File: src/rtl/irq_qual_pkg.sv
// Package: shared helpers for the interrupt request qualifier.
// Assumes the qualifying run length is at least 1.
package irq_qual_pkg;

    // Width of a counter that must hold values 0 .. run_len.
    function automatic int cnt_width(input int run_len);
        return (run_len < 2) ? 1 : $clog2(run_len + 1);
    endfunction

endpackage

File: src/rtl/irq_persist_filter.sv
// Module: persistence filter for one request line.
// A saturating counter counts the consecutive rising edges on which the line
// is high, and goes back to zero on any low sample. fire_o pulses for one
// cycle, on the edge that completes the run. A line held high after that does
// not fire again until it has gone low and qualified once more.
// Assumes QUAL_CYCLES >= 1 and that req_i is already synchronous to clk.
module irq_persist_filter #(
    parameter int QUAL_CYCLES = 3,
    parameter int CW          = irq_qual_pkg::cnt_width(QUAL_CYCLES)
) (
    input  logic clk,
    input  logic rst_n,
    input  logic req_i,
    output logic fire_o
);
    localparam logic [CW-1:0] LAST_CNT = CW'(QUAL_CYCLES - 1);
    localparam logic [CW-1:0] SAT_CNT  = CW'(QUAL_CYCLES);

    logic [CW-1:0] cnt_q;

    // Count consecutive high samples, saturating once the run is complete.
    always_ff @(posedge clk) begin
        if (!rst_n) begin
            cnt_q <= '0;
        end else if (!req_i) begin
            cnt_q <= '0;
        end else if (cnt_q != SAT_CNT) begin
            cnt_q <= cnt_q + 1'b1;
        end
    end

    // Fire on the sample that completes the run.
    assign fire_o = req_i && (cnt_q == LAST_CNT);

    // A nonzero count can only follow a high sample on the previous edge.
    p_count_needs_high_r2: assert property (@(posedge clk) disable iff (!rst_n)
        (cnt_q != '0) |-> $past(req_i));

    // One qualification gives one pulse, never two pulses in a row.
    p_single_fire_r8: assert property (@(posedge clk) disable iff (!rst_n)
        fire_o |=> !fire_o);

endmodule

File: src/rtl/irq_pend_bank.sv
// Module: pending register bank.
// Records qualified events that are enabled, and drops bits on clear pulses.
// If a clear and a set land on the same edge for one bit, the clear wins.
// The mask gates only new sets; it never removes a bit that is already pending.
// Assumes fire_i comes from filters that pulse for a single cycle.
module irq_pend_bank #(
    parameter int NUM_LINES = 15
) (
    input  logic                 clk,
    input  logic                 rst_n,
    input  logic [NUM_LINES-1:0] fire_i,
    input  logic [NUM_LINES-1:0] mask_i,
    input  logic [NUM_LINES-1:0] clr_i,
    output logic [NUM_LINES-1:0] pend_o
);
    logic [NUM_LINES-1:0] pend_q;
    logic [NUM_LINES-1:0] set_vec;

    // Only enabled lines can set a pending bit.
    assign set_vec = fire_i & mask_i;

    // Set, then clear; clear has the last word.
    always_ff @(posedge clk) begin
        if (!rst_n) begin
            pend_q <= '0;
        end else begin
            pend_q <= (pend_q | set_vec) & ~clr_i;
        end
    end

    assign pend_o = pend_q;

    // The edge after reset shows an empty register.
    p_reset_empty_r1: assert property (@(posedge clk) disable iff (!rst_n)
        !$past(rst_n) |-> (pend_q == '0));

    // A bit rises only after a filter pulse on that line.
    p_set_needs_fire_r3: assert property (@(posedge clk) disable iff (!rst_n)
        (pend_q & ~$past(pend_q) & ~$past(fire_i)) == '0);

    // A bit holds unless its clear was seen.
    p_hold_until_clear_r4: assert property (@(posedge clk) disable iff (!rst_n)
        ($past(pend_q) & ~$past(clr_i) & ~pend_q) == '0);

    // A masked line never rises.
    p_mask_blocks_r5: assert property (@(posedge clk) disable iff (!rst_n)
        (pend_q & ~$past(pend_q) & ~$past(mask_i)) == '0);

    // After a clear the bit reads low, even if a set landed on the same edge.
    p_clear_wins_r8: assert property (@(posedge clk) disable iff (!rst_n)
        (clr_i != '0) |=> ((pend_q & $past(clr_i)) == '0));

endmodule

File: src/rtl/irq_req_qualifier.sv
// Module: interrupt request qualifier (top).
// Gives every request line its own persistence filter, and feeds the filter
// pulses through the mask into the pending register bank.
// Assumes req_i lines are already synchronous to clk, and that the servicing
// logic pulses clr_i for one cycle per serviced line.
module irq_req_qualifier #(
    parameter int NUM_LINES   = 15,
    parameter int QUAL_CYCLES = 3
) (
    input  logic                 clk,
    input  logic                 rst_n,
    input  logic [NUM_LINES-1:0] req_i,
    input  logic [NUM_LINES-1:0] mask_i,
    input  logic [NUM_LINES-1:0] clr_i,
    output logic [NUM_LINES-1:0] pend_o
);
    localparam int CW = irq_qual_pkg::cnt_width(QUAL_CYCLES);

    logic [NUM_LINES-1:0] fire_vec;

    // One persistence filter for each request line.
    for (genvar i = 0; i < NUM_LINES; i++) begin : g_line
        irq_persist_filter #(
            .QUAL_CYCLES(QUAL_CYCLES),
            .CW         (CW)
        ) u_filt (
            .clk   (clk),
            .rst_n (rst_n),
            .req_i (req_i[i]),
            .fire_o(fire_vec[i])
        );
    end

    irq_pend_bank #(
        .NUM_LINES(NUM_LINES)
    ) u_pend (
        .clk   (clk),
        .rst_n (rst_n),
        .fire_i(fire_vec),
        .mask_i(mask_i),
        .clr_i (clr_i),
        .pend_o(pend_o)
    );

    // The output changes only by a set on a line whose request was high, or by a clear.
    p_rise_needs_req_r9: assert property (@(posedge clk) disable iff (!rst_n)
        (pend_o & ~$past(pend_o) & ~$past(req_i)) == '0);

endmodule

File: config.mk
export PLATFORM = sky130hd
export DESIGN_NAME = irq_req_qualifier
export DESIGN_NICKNAME = d
export VERILOG_FILES = /design/src/rtl/irq_qual_pkg.sv /design/src/rtl/irq_persist_filter.sv /design/src/rtl/irq_pend_bank.sv /design/src/rtl/irq_req_qualifier.sv
export SDC_FILE = /design/constraint.sdc
export NUM_CORES = 1
export LEC_CHECK = 0
export BUFFER_PORTS_ARGS = -buffer_cell sky130_fd_sc_hd__buf_2
export CAP_MARGIN = 40
export CORE_MARGIN = 5
export CORE_UTILIZATION = 55
export CTS_CLUSTER_SIZE = 24
export DETAILED_ROUTE_END_ITERATION = 10
export GPL_ROUTABILITY_DRIVEN = 0
export PLACE_DENSITY = 0.93
export SYNTH_ARGS = -nofsm -noshare
export SYNTH_HDL_FRONTEND = slang
export SYNTH_SLANG_ARGS = --single-unit
File: constraint.sdc
create_clock -name clk -period 2.52 [get_ports clk]
set_input_delay 0.126 -clock clk [delete_from_list [all_inputs] [get_ports clk]]
set_output_delay 0.126 -clock clk [all_outputs]
set_load 0.005 [all_outputs]
Yosys cells after proc, flatten, opt, wreduce, memory -nomap -nowiden
Index checks and enable logic that the tools add are counted.

storage, ports and cells
  flip-flop bits (word level) = 45
  word-level logic and storage cells = 95

cells by class
  equal/unequal tests = 30
  bitwise logic cells = 4
  reduce and logical (&&, ||, !) cells = 30
  add/subtract/negate cells = 15

operator list
  cell                                          number
  adder 2 x 1 -> 2 bit (second input constant)  15
  AND 15 bit                                    2
  == test 2 bit (second input constant)         15
  != test 2 bit (second input constant)         15
  AND reduction 2 bit                           15
  logical AND 1 bit                             15
  NOT 15 bit                                    1
  OR 15 bit                                     1

Depth between registers and ports, before layout
Gate-level depths: netlist (run 1).

  word-level depth = 5
  depth in mapped cells = 4
  depth with buffers taken out = 4

Cells and area by module
Synthesis (run 1) repeated with hierarchy kept, for this count alone.

second synthesis, totals
  cells, all modules = 226
  area, all modules = 2,225.9 um2

modules (own cells, without submodules)
  module              cells an instance  sequential area each (um2)  area each (um2)  times used
  irq_persist_filter  12                 40.0                        110.1            15
  irq_pend_bank       46                 300.3                       574.3            1

Worst setup path before layout (run 1)
Ideal clock, no wire load.

  kind = register to register
  start = register g_line[11].u_filt.cnt_q[0]
  end = register g_line[11].u_filt.cnt_q[1]
  path buffers = 0
  period minus slack after synthesis = 1.044 ns
  library setup time = 0.066 ns
  arrival = 0.978 ns
  data required time = 2.454 ns
  cell stages (with the launch flop) = 5
  path slack = 1.476 ns
  cells stage by stage = dfxtp_1 > inv_1 > ha_1 > or2_1 > a21oi_2

on the way
  word-level cells in the longest chain between the ends = 1

ends and longest elaborated chain
  element                                                RTL line                                            text
  from (decl)                                            irq_persist_filter.sv:19                            logic [CW-1:0] cnt_q;
  from (signal assigned)                                 irq_persist_filter.sv:28                            cnt_q <= cnt_q + 1'b1;
  adder 2 x 1 -> 2 bit or != test 2 bit (tied branches)  irq_persist_filter.sv:28, irq_persist_filter.sv:27

Parallel ways exist; a longest one is shown, timed or not.
A chain may end at the register's enable or synchronous reset.

Worst setup path after layout (run 1)
  start = register g_line[14].u_filt.cnt_q[0]
  end = register g_line[14].u_filt.cnt_q[1]

on the way
  word-level cells in the longest chain between the ends = 1

ends and longest elaborated chain
  element                                                RTL line
  from (decl)                                            irq_persist_filter.sv:19
  from (signal assigned)                                 irq_persist_filter.sv:28
  adder 2 x 1 -> 2 bit or != test 2 bit (tied branches)  irq_persist_filter.sv:28, irq_persist_filter.sv:27

Parallel ways exist; a longest one is shown, timed or not.

==> results.cfg, run 1 <==
[timing]
finalSetupTns_ps = 0
period_needed_ps = 1140
slew_violations = 0
fin_skew_ps = 5.80
rsz0062_at_grt = false
setup_viol = 0
tightest_slew_ps = 475
max_freq_mhz = 879
fin_crit_sh_pct = 45.2
hold_viol = 0
max_slew_margin_pct = 68.3

[final_layout]
final_util_pct = 73.0
fill_cells = 261
fin_nets = 370
design_area_um2 = 2670
antennaDiodeCount = 0
drive_gt1_share_pct = 26.9
syn2layout_area_growth_pct = 27.9

[setup_path]
start_kind = flip-flop
critPathMaxFanout = 3
max_stage_delay_ps = 370
path_cells = inv_1 -> ha_1 -> or2_1 -> a21oi_1
critPathSlowestCell = dfxtp_1
critPathTopFamily = flip-flops
setup.worst_path.class = reg2reg
crit_buf_inv = 1
required_ps = 2730
endpoint_kind = flip-flop
cp.arrival_ps = 1350

[floorplanning]
std_cell_rows = 22
initial_utilization_pct = 57.1
coreArea_um2 = 3660
io_pins = 62
fp.dieH_um = 71.7
fp.dieW_um = 71.7
die_area_um2 = 5130

[power_and_ir_drop]
power.density_nw_per_um2 = 514
irDropWorstVdd_v = 0.000501
leakage_nw = 1.31
p_total_mw = 1.37

[flow_run]
maxCapViolCount = 0

[logic_synthesis]
yosys-top-cells-area = dfxtp_1 43%, ha_1 18%, xor2_1 6.3%
synthTopCellsByCount = 45 x dfxtp_1, 30 x ha_1, 30 x nand2_1
synthMuxAreaShare_pct = 0
synthFlopType = dfxtp_1
synth.avg_cell_area_um2 = 9.82
synth_most_common_cell = dfxtp_1
synth-seq-cells = 45
synth_edf_count = 0
synth-seq-area-share_pct = 43.1
synth_fa_ha_area_share_pct = 18.0
async_reset_ff_share_pct = 0
synth_top_area_share_pct = 43.1
synth_largest_area_cell = dfxtp_1
yosysWarningCount = 0
synth-simple-area-share_pct = 20.1
syn_nets = 290
synth_top_family_by_area = simple AND/OR/NAND/NOR gates
synth_cells = 213
synth_area_um2 = 2090
ys_types = 13
synth-xor-area-share_pct = 6.28
synth_compound_area_share_pct = 8.26

[routing]
drc_errors = 0
firstDrtPassIters = 4
drt_iter0_markers = 49
vias = 1664
wl_per_cell_um = 11.6
wl_um = 3960
routed_via_density = 4.87
antenna_left = 0

[grt]
overflow = 0
grt_max_degree = 31
grt.total_usage_pct = 15.8
grt_pass1_wl_um = 6640
antenna_found_initial = 0
grt_pass1_vias = 1658

[clocking]
clock_latency_ps = 290
clock-root-buffer = clkbuf_8
path_clk_slew_ps = 80
cts_setup_buffers = 0
cts_tree = done
h-tree-depth = 2
clkSinkCount = 45
cts.path.max_buffers = 2
cts_made_buffers = 5

[status]
outcome = completed

[worst_hold_path]
hold_class = in2reg

[place]
numPortBuffers = 61
dpl_cell_area_um2 = 2420
place_hpwl_um = 3010
[layer usage]
layer  vias to the layer above  GRT usage [%]  wire length, um
met5                         -              0                0
met4                         0           5.01               38
met3                         7           3.51              264
met2                        48           29.1             1980
met1                       743           17.8             1670
li1                        866              -                -
[worst min-delay path: stages]
cell,delay (ps)
buf_2,100
nand2_1,70
a21oi_1,40
[area by class of cell]
type                       instances  area [um^2]  share of cell area, %
clock buffer                       7         96.3                   3.60
clock inverter                     1         5.00                  0.187
inverter                          15         56.3                   2.11
multi-input combinational        150         1100                   41.1
sequential                        45          901                   33.7
tap                               48         60.1                   2.25
timing repair buffer              76          455                   17.0
[final timing paths]
path	from	endpoint	slack, ps	depth (start not counted)
worst max-delay path	g_line[14].u_filt.cnt_q[0]$_SDFFE_PN0P_	g_line[14].u_filt.cnt_q[1]$_SDFFE_PN0P_	1380	4
worst min-delay path	req_i[13]	g_line[13].u_filt.cnt_q[1]$_SDFFE_PN0P_	90	3
worst max register to register	g_line[14].u_filt.cnt_q[0]$_SDFFE_PN0P_	g_line[14].u_filt.cnt_q[1]$_SDFFE_PN0P_	1380	4
worst min register to register	g_line[7].u_filt.cnt_q[1]$_SDFFE_PN0P_	g_line[7].u_filt.cnt_q[1]$_SDFFE_PN0P_	490	2
[flip-flops by register name (all words and copies together) (netlist names)]
signal	flops
u_pend.pend_o	15
g_line.u_filt.cnt_q	30
[cell families (layout without fill, tap and decap cells)]
family                   count (synthesis)  after routing
AO/OA/AOI/OAI                           30             30
flip-flops                              45             45
XOR/XNOR                                15             15
adder cells (fa/ha/maj)                 30             30
AND/OR/NAND/NOR                         75             75
buffers and inverters                   18             99
[repair_timing]
| action | in CTS | in global routing |
|---|---|---|
| endpoints found under the setup margin | 0 | 0 |
| gates resized for setup | 0 | 0 |
| hold buffers | 15 | 0 |
| endpoints found under the hold margin | 15 | 0 |
[placed cells by master (no fill, tap or decap)]
master,synthesis,final
ha_1,30,30
dlygate4sd3_1,0,15
xor2_1,15,15
nor3b_2,9,9
buf_2,0,61
a21oi_2,1,1
nor2_1,15,15
a21oi_1,14,14
inv_1,15,15
a31oi_1,15,15
or2_1,15,15
clkbuf_8,0,7
clkinv_2,0,1
nand2_1,30,30
dfxtp_1,45,45
nor3b_1,6,6
[per-stage QoR]
step | cells | setup WS, ps | hold slack [ps]
final | 342 | 1380 | 92.6
after detailed placement | 319 | 1390 | 289
after floorplan | 213 | 1480 | 196
after global routing | 342 | 1300 | 92.8
after CTS | 342 | 1370 | 82.3
after global placement | 319 | 1440 | 287
[report_power, final]
| group | switching, mW | leakage (nW) | internal, mW | total, mW |
|---|---|---|---|---|
| registers | 0.0218 | 0.367 | 0.736 | 0.757 |
| clock network | 0.226 | 0.0542 | 0.248 | 0.474 |
| logic | 0.0611 | 0.890 | 0.0819 | 0.143 |
(Power assumes the default switching activity.)
==> inputs of run 2 (changes only) <==
Settings changed: CORE_UTILIZATION 55 to 51, PLACE_DENSITY 0.93 to 0.88.
Clock period 2.52 ns to 1.1 ns, I/O delays scaled along.
==> run 2 against run 1 <==
Net effect:
- die area increased by 6.7%
- combinational power rose to 2.6 times the previous value
- first-iteration DRC count is 45% lower
- critical endpoint is now g_line[7].u_filt.cnt_q[1]$_SDFFE_PN0P_
- flip-flop and latch count stayed put
- non-clock buffer count up 3
- via count up 0.78%
- design area is 5.9% higher
- clock-buffer cell count shrank 2
==> results.cfg, run 2 (same netlist as run 1, synthesis figures left out) <==
[final_layout]
multi_input_area_um2 = 1240
fill_cells = 285
antennaDiodeCount = 0
largest_reg_flops = 30
fin_nets = 373
syn2layout_area_growth_pct = 35.4
regMostFlops = g_line.u_filt.cnt_q
drive_gt1_share_pct = 42.4
final_common_cell = buf_2
layout_common_cells = 61 x buf_2, 30 x nand2_1, 28 x dfxtp_1
seq_area_um2 = 922

[setup_path]
required_ps = 1330
critPathSlowestCell = dfxtp_2
cp.arrival_ps = 1300
critPathMaxFanout = 3
critPathTopFamily = flip-flops
endpoint_kind = flip-flop
startpoint = g_line[7].u_filt.cnt_q[0]$_SDFFE_PN0P_
setup.worst_path.class = reg2reg
r2r-start = g_line[7].u_filt.cnt_q[0]$_SDFFE_PN0P_
crit_buf_inv = 1
start_kind = flip-flop
r2r_cells = 4
path_cells = inv_1 -> ha_1 -> or2_1 -> a21oi_1
max_stage_delay_ps = 350
path_depth = 4

[timing]
max_slew_margin_pct = 66.6
setup_viol = 0
hold_viol = 0
whs_ps = 23.1
period_needed_ps = 1070
slew_violations = 0
fin_skew_ps = 5.50
fin_crit_sh_pct = 97.1
tightest_slew_ps = 501
max_freq_mhz = 936
finalSetupTns_ps = 0

[floorplanning]
coreArea_um2 = 4000
die_area_um2 = 5480
std_cell_rows = 23
initial_utilization_pct = 52.3
fp.dieH_um = 74.0
fp.dieW_um = 74.0
io_pins = 62

[clocking]
h-tree-depth = 2
cts_made_buffers = 5
clock_latency_ps = 290
path_clk_slew_ps = 80
cts.path.max_buffers = 2
clkSinkCount = 45
cts_tree = done
clock-root-buffer = clkbuf_8

[grt]
grt_pass1_vias = 1625
grt_max_degree = 31
overflow = 0
grt.total_usage_pct = 14.6
antenna_found_initial = 0
grt_pass1_wl_um = 6310

[routing]
drt_iter0_markers = 27
firstDrtPassIters = 4
routed_via_density = 4.86
wl_um = 4190
drc_errors = 0
antenna_left = 0
vias = 1677
wl_per_cell_um = 12.1

[worst_hold_path]
hold_class = in2reg
hold_path.startpoint = req_i[6]
hold_depth = 3

[power_and_ir_drop]
power.density_nw_per_um2 = 1080
irDropWorstVdd_v = 0.000676
leakage_nw = 1.31

[place]
place_hpwl_um = 2750
numPortBuffers = 61

[status]
outcome = completed

[flow_run]
maxCapViolCount = 0
run 2: cell count changes in the layout (fill, tap and decap cells not counted):
cell	change
clkbuf_8	-2
a21oi_2	+7
inv_2	+12
ha_4	+9
buf_4	+3
dfxtp_2	+17
inv_1	-12
ha_1	-9
dfxtp_1	-17
a21oi_1	-7
run 2: area by class of cell:
cell class	count	share of cell area [%]
inverter	15	1.99
tap	50	2.21
clock inverter	1	0.177
sequential	45	32.6
timing repair buffer	79	16.9
clock buffer	5	2.43
multi-input combinational	150	43.7
run 2: through the flow:
stage	utilization, %	setup slack (ps)	cells	area (um^2)	power, mW
after floorplan	-	56.0	213	2090	1.93
after global placement	60.6	25.5	321	2420	2.04
after detailed placement	60.6	-9.02	321	2420	2.06
after CTS	66.5	0.134	342	2660	3.03
after global routing	70.8	-4.52	345	2830	3.23
final	70.8	32.0	345	2830	3.05
run 2: per-layer routing:
layer | vias up | wire length (um) | track usage (%)
li1 | 867 | - | -
met3 | 8 | 287 | 4.32
met5 | - | 0 | 0
met1 | 755 | 1750 | 17.0
met2 | 47 | 2090 | 25.7
met4 | 0 | 62 | 4.83
run 2: worst register-to-register path, cell delays in order, from the launching register on:
cell     delay, ps
dfxtp_2        350
inv_1           50
ha_1           280
or2_1          210
a21oi_1        110
run 2: path summary, 6_finish.rpt:
check	slack [ps]	endpoint
min reg2reg	500	g_line[3].u_filt.cnt_q[1]$_SDFFE_PN0P_
max	30	g_line[7].u_filt.cnt_q[1]$_SDFFE_PN0P_
min	20	g_line[6].u_filt.cnt_q[0]$_SDFFE_PN0P_
max reg2reg	30	g_line[7].u_filt.cnt_q[1]$_SDFFE_PN0P_
run 2: power by group:
part / leakage, nW / switching [mW] / internal [mW]
logic: 0.901 / 0.162 / 0.214
registers: 0.373 / 0.0583 / 1.69
clock network: 0.0399 / 0.506 / 0.418
run 2: repair_timing:
action,in CTS,in global routing
hold buffers,15,0
pin swaps,0,33
setup endpoints to repair,9,15
endpoints found under the hold margin,15,0
gates resized for setup,9,36
buffers inserted,0,3
==> inputs of run 3 (changes only) <==
--- a/config.mk
+++ b/config.mk
@@ -13,4 +13,3 @@
 export DETAILED_ROUTE_END_ITERATION = 10
-export GPL_ROUTABILITY_DRIVEN = 0
-export PLACE_DENSITY = 0.88
+export PLACE_DENSITY = 0.79
 export SYNTH_ARGS = -nofsm -noshare
--- a/constraint.sdc
+++ b/constraint.sdc
@@ -3,2 +3,2 @@
 set_output_delay 0.055 -clock clk [all_outputs]
-set_load 0.005 [all_outputs]
+set_load 0.1 [all_outputs]
==> run 3 against run 2 <==
Net effect:
- flip-flop and latch count did not move
- sequential power barely moved
- register-to-register slack about the same
- core utilization is 5.1 points higher
- critical path depth did not move
- die area unchanged
- first-iteration DRC count up 140%
- non-clock buffer count increased by 4
- combinational power up 8.0%
- cell count increased by 1.7%
==> results.cfg, run 3 (same netlist as run 1, synthesis figures left out) <==
[status]
outcome = completed

[routing]
routed_via_density = 4.85
antenna_left = 0
wl_um = 4270
drc_errors = 0
firstDrtPassIters = 4
wl_per_cell_um = 12.2
vias = 1702
drt_iter0_markers = 66

[grt]
grt_pass1_vias = 1742
overflow = 0
antenna_found_initial = 0
grt_max_degree = 31
grt_pass1_wl_um = 6780
grt.total_usage_pct = 15.7

[power_and_ir_drop]
p_total_mw = 3.12
irDropWorstVdd_v = 0.000745
power.density_nw_per_um2 = 1030
leakage_nw = 1.39

[setup_path]
endpoint_kind = flip-flop
setup.worst_path.class = reg2reg
critPathMaxFanout = 3
required_ps = 1320
cp.arrival_ps = 1290
start_kind = flip-flop

[timing]
period_needed_ps = 1070
fin_skew_ps = 3.90
rsz0062_at_grt = true
max_slew_margin_pct = 81.5
whs_ps = 16.9
setup_viol = 0
slew_violations = 0
tightest_slew_ps = 279
hold_viol = 0
max_freq_mhz = 938
fin_crit_sh_pct = 96.9

[place]
numPortBuffers = 61
place_congestion = 0.718
place_hpwl_um = 2990

[final_layout]
regMostFlops = g_line.u_filt.cnt_q
syn2layout_area_growth_pct = 45.2
largest_reg_flops = 30
fin_nets = 377
layout_common_cells = 46 x buf_2, 32 x dfxtp_2, 30 x nand2_1
drive_gt1_share_pct = 43.9
fill_cells = 280
final_common_cell = buf_2
antennaDiodeCount = 0

[clocking]
path_clk_slew_ps = 80
cts.path.max_buffers = 2
clock_latency_ps = 290
cts_tree = done
h-tree-depth = 2
cts_made_buffers = 5
clock-root-buffer = clkbuf_8
clkSinkCount = 45

[floorplanning]
std_cell_rows = 23
io_pins = 62
fp.dieH_um = 74.0
fp.dieW_um = 74.0
coreArea_um2 = 4000
die_area_um2 = 5480
initial_utilization_pct = 52.3

[flow_run]
maxCapViolCount = 0

[worst_hold_path]
hold_class = in2reg
[run 3: cell count changes in the layout (fill, tap and decap cells not counted), sizes merged]
cell    previous run  this run
clkinv             1         2
clkbuf             5         6
buf               64        68
[run 3: through the flow]
step	cell area (um^2)	cells	setup slack [ps]	TNS, ps	util [%]
2_1_floorplan	2110	213	56.0	0	-
3_3_place_gp	2660	322	27.2	0	66.5
3_5_place_dp	2660	322	-67.1	-142	66.5
4_1_cts	2940	348	2.51	0	73.4
5_1_grt	3040	351	-9.62	-16.9	75.9
6_report	3040	351	34.3	0	75.9
[run 3: layer usage]
metal  track usage, %  vias to the layer above  share of wire, %
li1                 -                      876                 -
met1             16.9                      774                41
met5                0                        -                 0
met3             3.78                        6               6.8
met4             7.65                        0               1.2
met2             28.6                       46                51
[run 3: worst max-delay path: stages (launching register included)]
cell and delay (ps):
dfxtp_2 350, inv_1 50, ha_1 270, or2_1 200, a21oi_1 130
[run 3: timing repair]
item                                   in CTS  in global routing
pin swaps                                   1                 27
resized for setup                          15                 19
cloned                                      0                  0
setup buffers                               3                  3
hold buffers                               15                  0
endpoints found under the hold margin      15                  0
setup endpoints to repair                  14                 14
[run 3: layout make-up]
type,count,area [um^2],area share (%)
clock buffer,6,72.6,2.39
clock inverter,2,10.0,0.330
inverter,15,56.3,1.85
multi-input combinational,150,1170,38.6
sequential,45,941,31.0
tap,50,62.6,2.06
timing repair buffer,83,721,23.7
[run 3: path summary, 6_finish.rpt]
| check | depth (start not counted) | startpoint | slack [ps] | to |
|---|---|---|---|---|
| worst min-delay path | 3 | req_i[0] | 20 | g_line[0].u_filt.cnt_q[1]$_SDFFE_PN0P_ |
| worst max-delay path | 4 | g_line[2].u_filt.cnt_q[0]$_SDFFE_PN0P_ | 30 | g_line[2].u_filt.cnt_q[1]$_SDFFE_PN0P_ |
| worst min register to register | 2 | g_line[2].u_filt.cnt_q[1]$_SDFFE_PN0P_ | 490 | g_line[2].u_filt.cnt_q[1]$_SDFFE_PN0P_ |
| worst max register to register | 4 | g_line[2].u_filt.cnt_q[0]$_SDFFE_PN0P_ | 30 | g_line[2].u_filt.cnt_q[1]$_SDFFE_PN0P_ |
[run 3: power breakdown]
group	leakage [nW]	switching [mW]	internal, mW	total [mW]
registers	0.381	0.0548	1.69	1.75
clock network	0.0450	0.528	0.441	0.968
logic	0.961	0.178	0.228	0.406
